## config.mk

```make
export PLATFORM = sky130hd
export DESIGN_NAME = tiskew_estimator
export DESIGN_NICKNAME = d
export VERILOG_FILES = /design/src/rtl/tiskew_pkg.sv /design/src/rtl/tiskew_lane_pick.sv /design/src/rtl/tiskew_accum.sv /design/src/rtl/tiskew_divider.sv /design/src/rtl/tiskew_estimator.sv
export SDC_FILE = /design/constraint.sdc
export NUM_CORES = 1
export LEC_CHECK = 0
export BUFFER_PORTS_ARGS = -buffer_cell sky130_fd_sc_hd__buf_2
export CAP_MARGIN = 5
export CORE_AREA = 4 4 121 123
export DETAILED_ROUTE_END_ITERATION = 16
export DIE_AREA = 0 0 125 127
export PLACE_DENSITY = 0.8
export REMOVE_ABC_BUFFERS = 1
export SETUP_SLACK_MARGIN = 0.5
export SLEW_MARGIN = 10
export SYNTH_ARGS = -nofsm -noshare
export SYNTH_HDL_FRONTEND = slang
export SYNTH_SLANG_ARGS = --single-unit
```

## constraint.sdc

```tcl
create_clock -name clk -period 13.1 [get_ports clk]
set_input_delay 1.965 -clock clk [delete_from_list [all_inputs] [get_ports clk]]
set_output_delay 1.965 -clock clk [all_outputs]
set_load 0.01 [all_outputs]
```

## src/rtl/tiskew_pkg.sv

```systemverilog
package tiskew_pkg;
   typedef enum logic [1:0] {
      ST_IDLE = 2'd0,
      ST_ACC  = 2'd1,
      ST_LOAD = 2'd2,
      ST_DIV  = 2'd3
   } est_state_t;
endpackage

```

## src/rtl/tiskew_lane_pick.sv

```systemverilog
module tiskew_lane_pick #(
   parameter int CODE_W = 8,
   parameter int NCH    = 4,
   localparam int IDX_W = $clog2(NCH)
) (
   input  logic                    clk,
   input  logic                    rst_n,
   input  logic                    clr,
   input  logic                    cap,
   input  logic [IDX_W-1:0]        sel,
   input  logic [NCH*CODE_W-1:0]   ch_codes,
   output logic [CODE_W-1:0]       cur,
   output logic [CODE_W-1:0]       pred,
   output logic                    usable
);
   logic [CODE_W-1:0] lanes [NCH];
   logic [CODE_W-1:0] last_q;
   logic              have_q;
   logic [IDX_W-1:0]  pidx;

   for (genvar g = 0; g < NCH; g++) begin : g_unpack
      assign lanes[g] = ch_codes[g*CODE_W +: CODE_W];
   end

   assign pidx   = sel - 1'b1;
   assign cur    = lanes[sel];
   assign pred   = (sel == '0) ? last_q : lanes[pidx];
   assign usable = (sel != '0) || have_q;

   always_ff @(posedge clk) begin
      if (!rst_n || clr) begin
         last_q <= '0;
         have_q <= 1'b0;
      end else if (cap) begin
         last_q <= lanes[NCH-1];
         have_q <= 1'b1;
      end
   end

   AST_WRAP_NEEDS_HISTORY: assert property (@(posedge clk) disable iff (!rst_n)
      (clr) |=> (sel != '0 || !usable)) else $error("wrap predecessor used without history");
endmodule

```

## src/rtl/tiskew_accum.sv

```systemverilog
module tiskew_accum #(
   parameter int CODE_W   = 8,
   parameter int WIN_LOG2 = 4,
   localparam int SUM_W   = CODE_W + WIN_LOG2
) (
   input  logic              clk,
   input  logic              rst_n,
   input  logic              clr,
   input  logic              add,
   input  logic [CODE_W-1:0] cur,
   input  logic [CODE_W-1:0] pred,
   input  logic [CODE_W-1:0] refc,
   output logic [SUM_W-1:0]  sum_test,
   output logic [SUM_W-1:0]  sum_ref,
   output logic              win_last
);
   logic [CODE_W-1:0]   d_test, d_ref;
   logic [WIN_LOG2-1:0] cnt_q;

   always_comb begin
      d_test = (cur  >= pred) ? (cur  - pred) : (pred - cur);
      d_ref  = (refc >= pred) ? (refc - pred) : (pred - refc);
   end

   assign win_last = add && (cnt_q == {WIN_LOG2{1'b1}});

   always_ff @(posedge clk) begin
      if (!rst_n || clr) begin
         sum_test <= '0;
         sum_ref  <= '0;
         cnt_q    <= '0;
      end else if (add) begin
         sum_test <= sum_test + SUM_W'(d_test);
         sum_ref  <= sum_ref  + SUM_W'(d_ref);
         cnt_q    <= cnt_q + 1'b1;
      end
   end

   AST_NO_OVERFLOW: assert property (@(posedge clk) disable iff (!rst_n)
      (add && !clr) |=> (sum_test >= $past(sum_test) && sum_ref >= $past(sum_ref))) else $error("sum wrapped");
   AST_CLEAR_SUMS: assert property (@(posedge clk) disable iff (!rst_n)
      clr |=> (sum_test == '0 && sum_ref == '0)) else $error("sums not cleared");
endmodule

```

## src/rtl/tiskew_divider.sv

```systemverilog
module tiskew_divider #(
   parameter int DVD_W = 24,
   parameter int DSR_W = 12,
   localparam int CNT_W = $clog2(DVD_W + 1)
) (
   input  logic             clk,
   input  logic             rst_n,
   input  logic             abort,
   input  logic             go,
   input  logic [DVD_W-1:0] dividend,
   input  logic [DSR_W-1:0] divisor,
   output logic [DVD_W-1:0] quot,
   output logic             done
);
   logic [DSR_W:0]   rem_q, rem_sh;
   logic [DSR_W-1:0] dsr_q;
   logic [CNT_W-1:0] step_q;
   logic             busy_q;
   logic             fits;

   assign rem_sh = {rem_q[DSR_W-1:0], quot[DVD_W-1]};
   assign fits   = rem_sh >= {1'b0, dsr_q};

   always_ff @(posedge clk) begin
      if (!rst_n || abort) begin
         rem_q  <= '0;
         dsr_q  <= '0;
         quot   <= '0;
         step_q <= '0;
         busy_q <= 1'b0;
         done   <= 1'b0;
      end else begin
         done <= 1'b0;
         if (go) begin
            rem_q  <= '0;
            dsr_q  <= divisor;
            quot   <= dividend;
            step_q <= '0;
            busy_q <= 1'b1;
         end else if (busy_q) begin
            rem_q  <= fits ? (rem_sh - {1'b0, dsr_q}) : rem_sh;
            quot   <= {quot[DVD_W-2:0], fits};
            step_q <= step_q + 1'b1;
            if (step_q == CNT_W'(DVD_W - 1)) begin
               busy_q <= 1'b0;
               done   <= 1'b1;
            end
         end
      end
   end

   AST_REM_BOUND: assert property (@(posedge clk) disable iff (!rst_n)
      busy_q |-> (rem_q < {1'b0, dsr_q})) else $error("remainder out of range");
   AST_DONE_PULSE: assert property (@(posedge clk) disable iff (!rst_n)
      done |=> !done) else $error("done longer than a cycle");
endmodule

```

## src/rtl/tiskew_estimator.sv

```systemverilog
module tiskew_estimator #(
   parameter int CODE_W   = 8,
   parameter int NCH      = 4,
   parameter int WIN_LOG2 = 4,
   parameter int FRAC_W   = 12,
   localparam int IDX_W   = $clog2(NCH),
   localparam int SUM_W   = CODE_W + WIN_LOG2,
   localparam int DVD_W   = SUM_W + FRAC_W,
   localparam int OUT_W   = DVD_W + 1
) (
   input  logic                  clk,
   input  logic                  rst_n,
   input  logic                  start,
   input  logic [IDX_W-1:0]      sel_idx,
   input  logic                  frame_valid,
   input  logic [NCH*CODE_W-1:0] ch_codes,
   input  logic [CODE_W-1:0]     ref_code,
   output logic                  est_valid,
   output logic [OUT_W-1:0]      est_value,
   output logic                  est_err
);
   import tiskew_pkg::*;

   if (NCH < 2 || (1 << IDX_W) != NCH) begin : g_bad_nch
      $error("NCH must be a power of two of at least 2");
   end
   if (CODE_W < 2 || WIN_LOG2 < 1 || FRAC_W < 1) begin : g_bad_width
      $error("width parameters out of range");
   end

   localparam logic [OUT_W-1:0] ONE = OUT_W'(1) << FRAC_W;

   est_state_t        state_q;
   logic [IDX_W-1:0]  sel_q;
   logic [CODE_W-1:0] cur, pred;
   logic              usable, cap, add, win_last, div_go, div_done;
   logic [SUM_W-1:0]  sum_test, sum_ref;
   logic [DVD_W-1:0]  quot;

   assign cap    = (state_q == ST_ACC) && frame_valid && !start;
   assign add    = cap && usable;
   assign div_go = (state_q == ST_LOAD) && (sum_ref != '0) && !start;

   tiskew_lane_pick #(.CODE_W(CODE_W), .NCH(NCH)) i_pick (
      .clk(clk), .rst_n(rst_n), .clr(start), .cap(cap), .sel(sel_q),
      .ch_codes(ch_codes), .cur(cur), .pred(pred), .usable(usable)
   );

   tiskew_accum #(.CODE_W(CODE_W), .WIN_LOG2(WIN_LOG2)) i_acc (
      .clk(clk), .rst_n(rst_n), .clr(start), .add(add), .cur(cur),
      .pred(pred), .refc(ref_code), .sum_test(sum_test), .sum_ref(sum_ref),
      .win_last(win_last)
   );

   tiskew_divider #(.DVD_W(DVD_W), .DSR_W(SUM_W)) i_div (
      .clk(clk), .rst_n(rst_n), .abort(start), .go(div_go),
      .dividend({sum_test, {FRAC_W{1'b0}}}), .divisor(sum_ref),
      .quot(quot), .done(div_done)
   );

   always_ff @(posedge clk) begin
      if (!rst_n) begin
         state_q   <= ST_IDLE;
         sel_q     <= '0;
         est_valid <= 1'b0;
         est_err   <= 1'b0;
         est_value <= '0;
      end else begin
         est_valid <= 1'b0;
         est_err   <= 1'b0;
         if (start) begin
            state_q <= ST_ACC;
            sel_q   <= sel_idx;
         end else begin
            case (state_q)
               ST_ACC: if (win_last) state_q <= ST_LOAD;
               ST_LOAD: begin
                  if (sum_ref == '0) begin
                     est_valid <= 1'b1;
                     est_err   <= 1'b1;
                     est_value <= '0;
                     state_q   <= ST_IDLE;
                  end else begin
                     state_q <= ST_DIV;
                  end
               end
               ST_DIV: if (div_done) begin
                  est_valid <= 1'b1;
                  est_value <= ONE - {1'b0, quot};
                  state_q   <= ST_IDLE;
               end
               default: state_q <= ST_IDLE;
            endcase
         end
      end
   end

   AST_VALID_PULSE: assert property (@(posedge clk) disable iff (!rst_n)
      est_valid |=> !est_valid) else $error("valid held");
   AST_ERR_ZERO: assert property (@(posedge clk) disable iff (!rst_n)
      est_err |-> (est_valid && est_value == '0)) else $error("error without zero result");
   AST_START_SILENCE: assert property (@(posedge clk) disable iff (!rst_n)
      start |=> !est_valid) else $error("result after restart");
   AST_IDLE_NO_ADD: assert property (@(posedge clk) disable iff (!rst_n)
      (state_q != ST_ACC) |-> !add) else $error("frame counted outside window");
endmodule

```

Word level (Yosys, flattened, before mapping)
Cells that the tools add are included.
- register bits after elaboration: 123
- bits of input ports: 46
- output and inout port bits: 27
- logic and storage cells: 100
- $add $sub $neg: 11
- order comparisons: 5
- equality and inequality tests: 10
- muxes and demuxes: 27
- bitwise logic cells: 6
- reductions and logical operators: 23
- operators with widths (kind ; count):
    two-way mux 8 bit ; 7
    two-way mux 25 bit ; 2
    case mux 25 bit (2 select lines) ; 1
    two-way mux 24 bit ; 2
    binary-select mux 8 bit (select 2 bit) ; 2
    subtractor 8 bit ; 4
    subtractor 13 x 24 -> 25 bit (first input constant) ; 1
    adder 12 x 8 -> 12 bit ; 2
    >= comparator 8 bit ; 2
    >= comparator 13 x 12 -> 1 bit ; 1
    zero test 12 bit ; 1
    two-way mux 12 bit ; 1
    nonzero test 12 bit ; 1
    subtractor 12 bit ; 1
    two-way mux 1 bit ; 7
    >= comparator 3 bit (second input constant) ; 2
    logical AND 1 bit ; 6
    two-way mux 2 bit ; 3
    inequality test 2 x 1 -> 1 bit (second input constant) ; 3
    inequality test 3 x 2 -> 1 bit (second input constant) ; 2
    inverter 2 -> 3 bit ; 2
    case mux 2 bit (3 select lines) ; 1
    nonzero test 2 bit ; 3
    OR reduction 3 bit ; 2
    15 further kinds ; 23

Longest topological paths before layout
- depth in word-level cells: 9
- depth in mapped cells: 26
- gate-level depth less buffers: 23

Hierarchy
Synthesis repeated with hierarchy kept, for this count alone.
- cell total of the unflattened synthesis: 974
- area total of the unflattened synthesis: 8425.6 sq um
- modules (own cells, without submodules) (module ; times used ; cells each ; area an instance (sq um) ; seq. area each (sq um)):
    tiskew_accum ; 1 ; 351 ; 2952.8 ; 560.5
    tiskew_divider ; 1 ; 347 ; 2935.3 ; 1101.1
    tiskew_estimator ; 1 ; 186 ; 1632.8 ; 620.6
    tiskew_lane_pick ; 1 ; 90 ; 904.6 ; 180.2

Least setup slack after synthesis
No wires, ideal clock.
- kind: register to register
- start: reg sel_q[0]
- end: reg i_acc.sum_test[7]
- setup time: 86 ps
- arrival: 5956 ps
- data required time: 13014 ps
- slack: 7059 ps
- cell stages (with the launch flop): 24
- path buffers: 3
- period minus slack after synthesis: 6041 ps
- cell sequence: dfxtp_1 -> clkbuf_1 -> clkbuf_1 -> inv_1 -> ha_1 -> buf_1 -> mux4_2 -> mux2i_1 -> inv_1 -> fa_1 -> nor2b_1 -> o21ai_0 -> nand2b_1 -> nor4_1 -> o21ai_2 -> mux2i_1 -> ha_1 -> a21o_1 -> a21oi_1 -> o21ai_0 -> o21ai_0 -> a21oi_1 -> xnor2_1 -> a211oi_1
- cells in the longest elaborated chain, start to end: 9
- elaborated cells between the ends (all ways): 19
- classes of those cells: 4 x add/sub; 1 x order compare; 8 x mux; 2 x bitwise; 4 x reduce/logical
- RTL lines (what ; RTL line ; source):
    from (decl) ; tiskew_estimator.sv:34 ; logic [IDX_W-1:0] sel_q;
    from (signal assigned) ; tiskew_estimator.sv:73 ; sel_q <= sel_idx;
    subtractor 2 x 1 -> 2 bit ; tiskew_lane_pick.sv:25 ; assign pidx = sel - 1'b1;
    inverter 2 -> 3 bit (implied by the code) ; tiskew_lane_pick.sv:27 ; assign pred = (sel == '0) ? last_q : lanes[pidx];
    binary-select mux 8 bit (select 2 bit) ; tiskew_lane_pick.sv:27 ;
    two-way mux 8 bit (implied by the code) (2 in a row) ; tiskew_lane_pick.sv:27 ;
    two-way mux 8 bit ; tiskew_lane_pick.sv:27 ;
    subtractor 8 bit or >= comparator 8 bit (tied branches) ; tiskew_accum.sv:21 ; d_test = (cur >= pred) ? (cur - pred) : (pred - cur);
    two-way mux 8 bit ; tiskew_accum.sv:21 ;
    adder 12 x 8 -> 12 bit ; tiskew_accum.sv:33 ; sum_test <= sum_test + SUM_W'(d_test);
    to (signal assigned) ; tiskew_accum.sv:33 ;
    to (decl) ; tiskew_accum.sv:13 ; output logic [SUM_W-1:0] sum_test,
Parallel ways exist; a longest one is shown, timed or not. The select of a mux whose other input is x is not followed.
A chain may end at the register's enable or synchronous reset.

Worst setup path after layout
- start: in ch_codes[1]
- end: reg i_acc.sum_test[7]
- cells in the longest elaborated chain, start to end: 7
- elaborated cells between the ends (all ways): 12
- classes of those cells: 3 x add/sub; 1 x order compare; 8 x mux
- RTL lines (what ; RTL line ; source):
    from (decl) ; tiskew_estimator.sv:16 ; input logic [NCH*CODE_W-1:0] ch_codes,
    binary-select mux 8 bit (select 2 bit) ; tiskew_lane_pick.sv:27 ;
    two-way mux 8 bit (implied by the code) (2 in a row) ; tiskew_lane_pick.sv:27 ;
    two-way mux 8 bit ; tiskew_lane_pick.sv:27 ;
    subtractor 8 bit or >= comparator 8 bit (tied branches) ; tiskew_accum.sv:21 ;
    two-way mux 8 bit (*) ; tiskew_accum.sv:21 ;
    adder 12 x 8 -> 12 bit (*) ; tiskew_accum.sv:33 ;
Mark *: on every way between the ends. The rest lies on a longest branch, timed or not. The select of a mux whose other input is x is not followed.

==> out/metrics.csv <==
metric,value,unit
outcome,"finished, final reports clean",
port_buffers,72,
layout_common_cells,"122 x dfxtp_1, 118 x nand2_1, 88 x nor2_1",
die_y,127,um
synth_top_area_share,0.305,
seq_area_frac_synth,0.305,
startpoint_type,input pin,
worstHoldStart,est_value[14]$_SDFFE_PN0P_,
postRouteAntennaNets,0,
num_rows,43,
initialDrtViolationCount,386,
tns,0,ns
vias,6819,
synth_cells,949,
cts.sinks,123,
dr.pass1.iters,5,
ys_ff_latch,123,
clk_pin_slew,0.06,ns
hpwlAfterDp,13.5,mm
rsz0062_at_grt,false,
synth_ff_type,dfxtp_1,
syn_area_per_cell,8.50,um2
period_needed,6.26,ns
final-seq-area,2460,um2
fmaxAchievable,160,MHz
period_share,0.478,
r2r_start,sel_q[1]$_SDFFE_PN0P_,
syn_area,8070,um2
wirelength,18.3,mm
cts_setup_buffers,0,
utilization,0.670,
synth_cell_types,64,
peakVddDrop,108,uV
holdCritPathClass,register to register,
critPathKind,input pin to register,
core_area,13700,um2
power_density,119,nW/um2
gp_congestion,0.936,
cts_hold_buf,0,
grt_antenna_before_repair,0,
crit_start,ch_codes[1],
drv_slew,0,
ios,73,
final_common_cell,dfxtp_1,
diodes,0,
yosysWarnings,0,
num-fill-cells,1133,
cts_max_path_buffers,2,
grt_usage,0.234,
syn_to_final_growth,13.5,%
clk_latency,0.42,ns
synth_async_sr_flop_share,0,
arrival,6.59,ns
grt_pass1_vias,6704,
layout.nets,1122,
grt_pass1_wl,31.2,mm
die_area,15900,um2
drt-vias-per-instance,5.70,
skew,0.00581,ns
cts_buffers,17,
grt_max_degree,68,
drc,0,
cts-root-buf,clkbuf_16,
wl_per_cell,15.3,um
multiInputGateArea,5210,um2
post_cts_resized,0,
cts_max_level,4,
leakagePower,3.75,nW
synthTopCellsByArea,"dfxtp_1 31%, ha_1 10%, mux2i_1 6.6%, nand2_1 5.5%, mux4_2 4.5%",
crit_required,13.43,ns
initial_core_util,0.590,
overflow,0,
setup_viol,0,
die_w,125,um
critPathMaxFanout,7,
synth-edff-count,0,
endpoint_kind,register,
tightest_slew,0.910,ns
drv_cap,0,
hold_viol_final,0,
cts_tree,done,
relSlewSlack,0.390,
drive_above_1_share,0.139,
yosysTopAreaCell,dfxtp_1,
## worst paths after layout
check	to	slack, ns	cells past startpoint
max reg2reg	i_acc.sum_test[7]$_SDFFE_PP0P_	7.15	20
min	est_value[14]$_SDFFE_PN0P_	0.44	2
max	i_acc.sum_test[7]$_SDFFE_PP0P_	6.84	19
min reg2reg	est_value[14]$_SDFFE_PN0P_	0.44	2
## power by group
part	internal (W)	leakage [nW]	total, W	switching (W)
Combinational	0.0000917	2.46	0.000208	0.000117
Sequential	0.000376	0.992	0.000377	0.00000160
Clock	0.000325	0.305	0.000500	0.000175
## sequential cells by signal, indices dropped and copies added (netlist names), 2 cells and up
| register | cells |
|---|---|
| i_acc.sum_ref | 12 |
| est_value | 25 |
| i_div.quot | 24 |
| i_acc.cnt_q | 4 |
| i_acc.sum_test | 12 |
| i_div.dsr_q | 12 |
| state_q | 2 |
| sel_q | 2 |
| i_div.step_q | 5 |
| i_div.rem_q | 12 |
| i_pick.last_q | 8 |
## kinds of logic (layout without fill, tap and decap cells)
| kind of cell | after synthesis | after routing | share of synthesized area |
|---|---|---|---|
| AO/OA/AOI/OAI | 207 | 207 | 0.163 |
| XOR/XNOR | 58 | 58 | 0.0630 |
| adder cells (fa/ha/maj) | 72 | 72 | 0.118 |
| buffers and inverters | 100 | 168 | 0.0498 |
| flip-flops | 123 | 123 | 0.305 |
| multiplexers | 70 | 70 | 0.112 |
| AND/OR/NAND/NOR | 319 | 319 | 0.189 |
## through the flow
step,cells,power [W],hold slack (ns),setup slack (ns),cell area [um2]
after floorplan,908,0.000542,0.436,7.05,7890
after global placement,1165,0.000587,0.427,6.61,8520
after detailed placement,1165,0.000591,0.436,6.44,8520
after CTS,1197,0.00109,0.445,6.88,9150
after global routing,1197,0.00113,0.473,6.32,9150
final,1197,0.00109,0.441,6.84,9150
## worst max-delay path: stages
cell and delay (ns):
buf_2 0.11, mux4_2 0.45, mux2i_1 0.48, inv_1 0.25, fa_1 0.46, nor2b_1 0.12, o21ai_0 0.08, nand2b_1 0.13
nor4_1 0.08, o21ai_2 0.41, mux2i_1 0.36, ha_1 0.29, a21o_1 0.17, a21oi_1 0.23, o21ai_0 0.15, o21ai_0 0.36
a21oi_1 0.15, xnor2_1 0.14, a211oi_1 0.21
## layout make-up
type / count / area share
inverter: 59 / 0.0242
tap: 180 / 0.0246
timing repair buffer: 77 / 0.0435
clock buffer: 19 / 0.0484
clock inverter: 13 / 0.0209
multi-input combinational: 726 / 0.569
sequential: 123 / 0.269
## Yosys cell counts (all sizes together) (19+ instances only)
library cell and instances:
clkbuf 22, dfxtp 123, nor2 88, xnor2 39
mux2i 53, xor2 19, buf 19, o21ai 45
a211oi 28, nand2 118, inv 59, ha 65
a21oi 68, nor2b 27
## metal layers
metal | wire (um) | global-route usage | share of wire | vias to the layer above
li1 | - | - | - | 3447
met1 | 8260 | 0.294 | 0.45 | 3208
met2 | 8980 | 0.409 | 0.49 | 142
met3 | 744 | 0.0464 | 0.041 | 22
met4 | 277 | 0.0689 | 0.015 | 0
met5 | 0 | 0 | 0 | -
(Power assumes the default switching activity.)
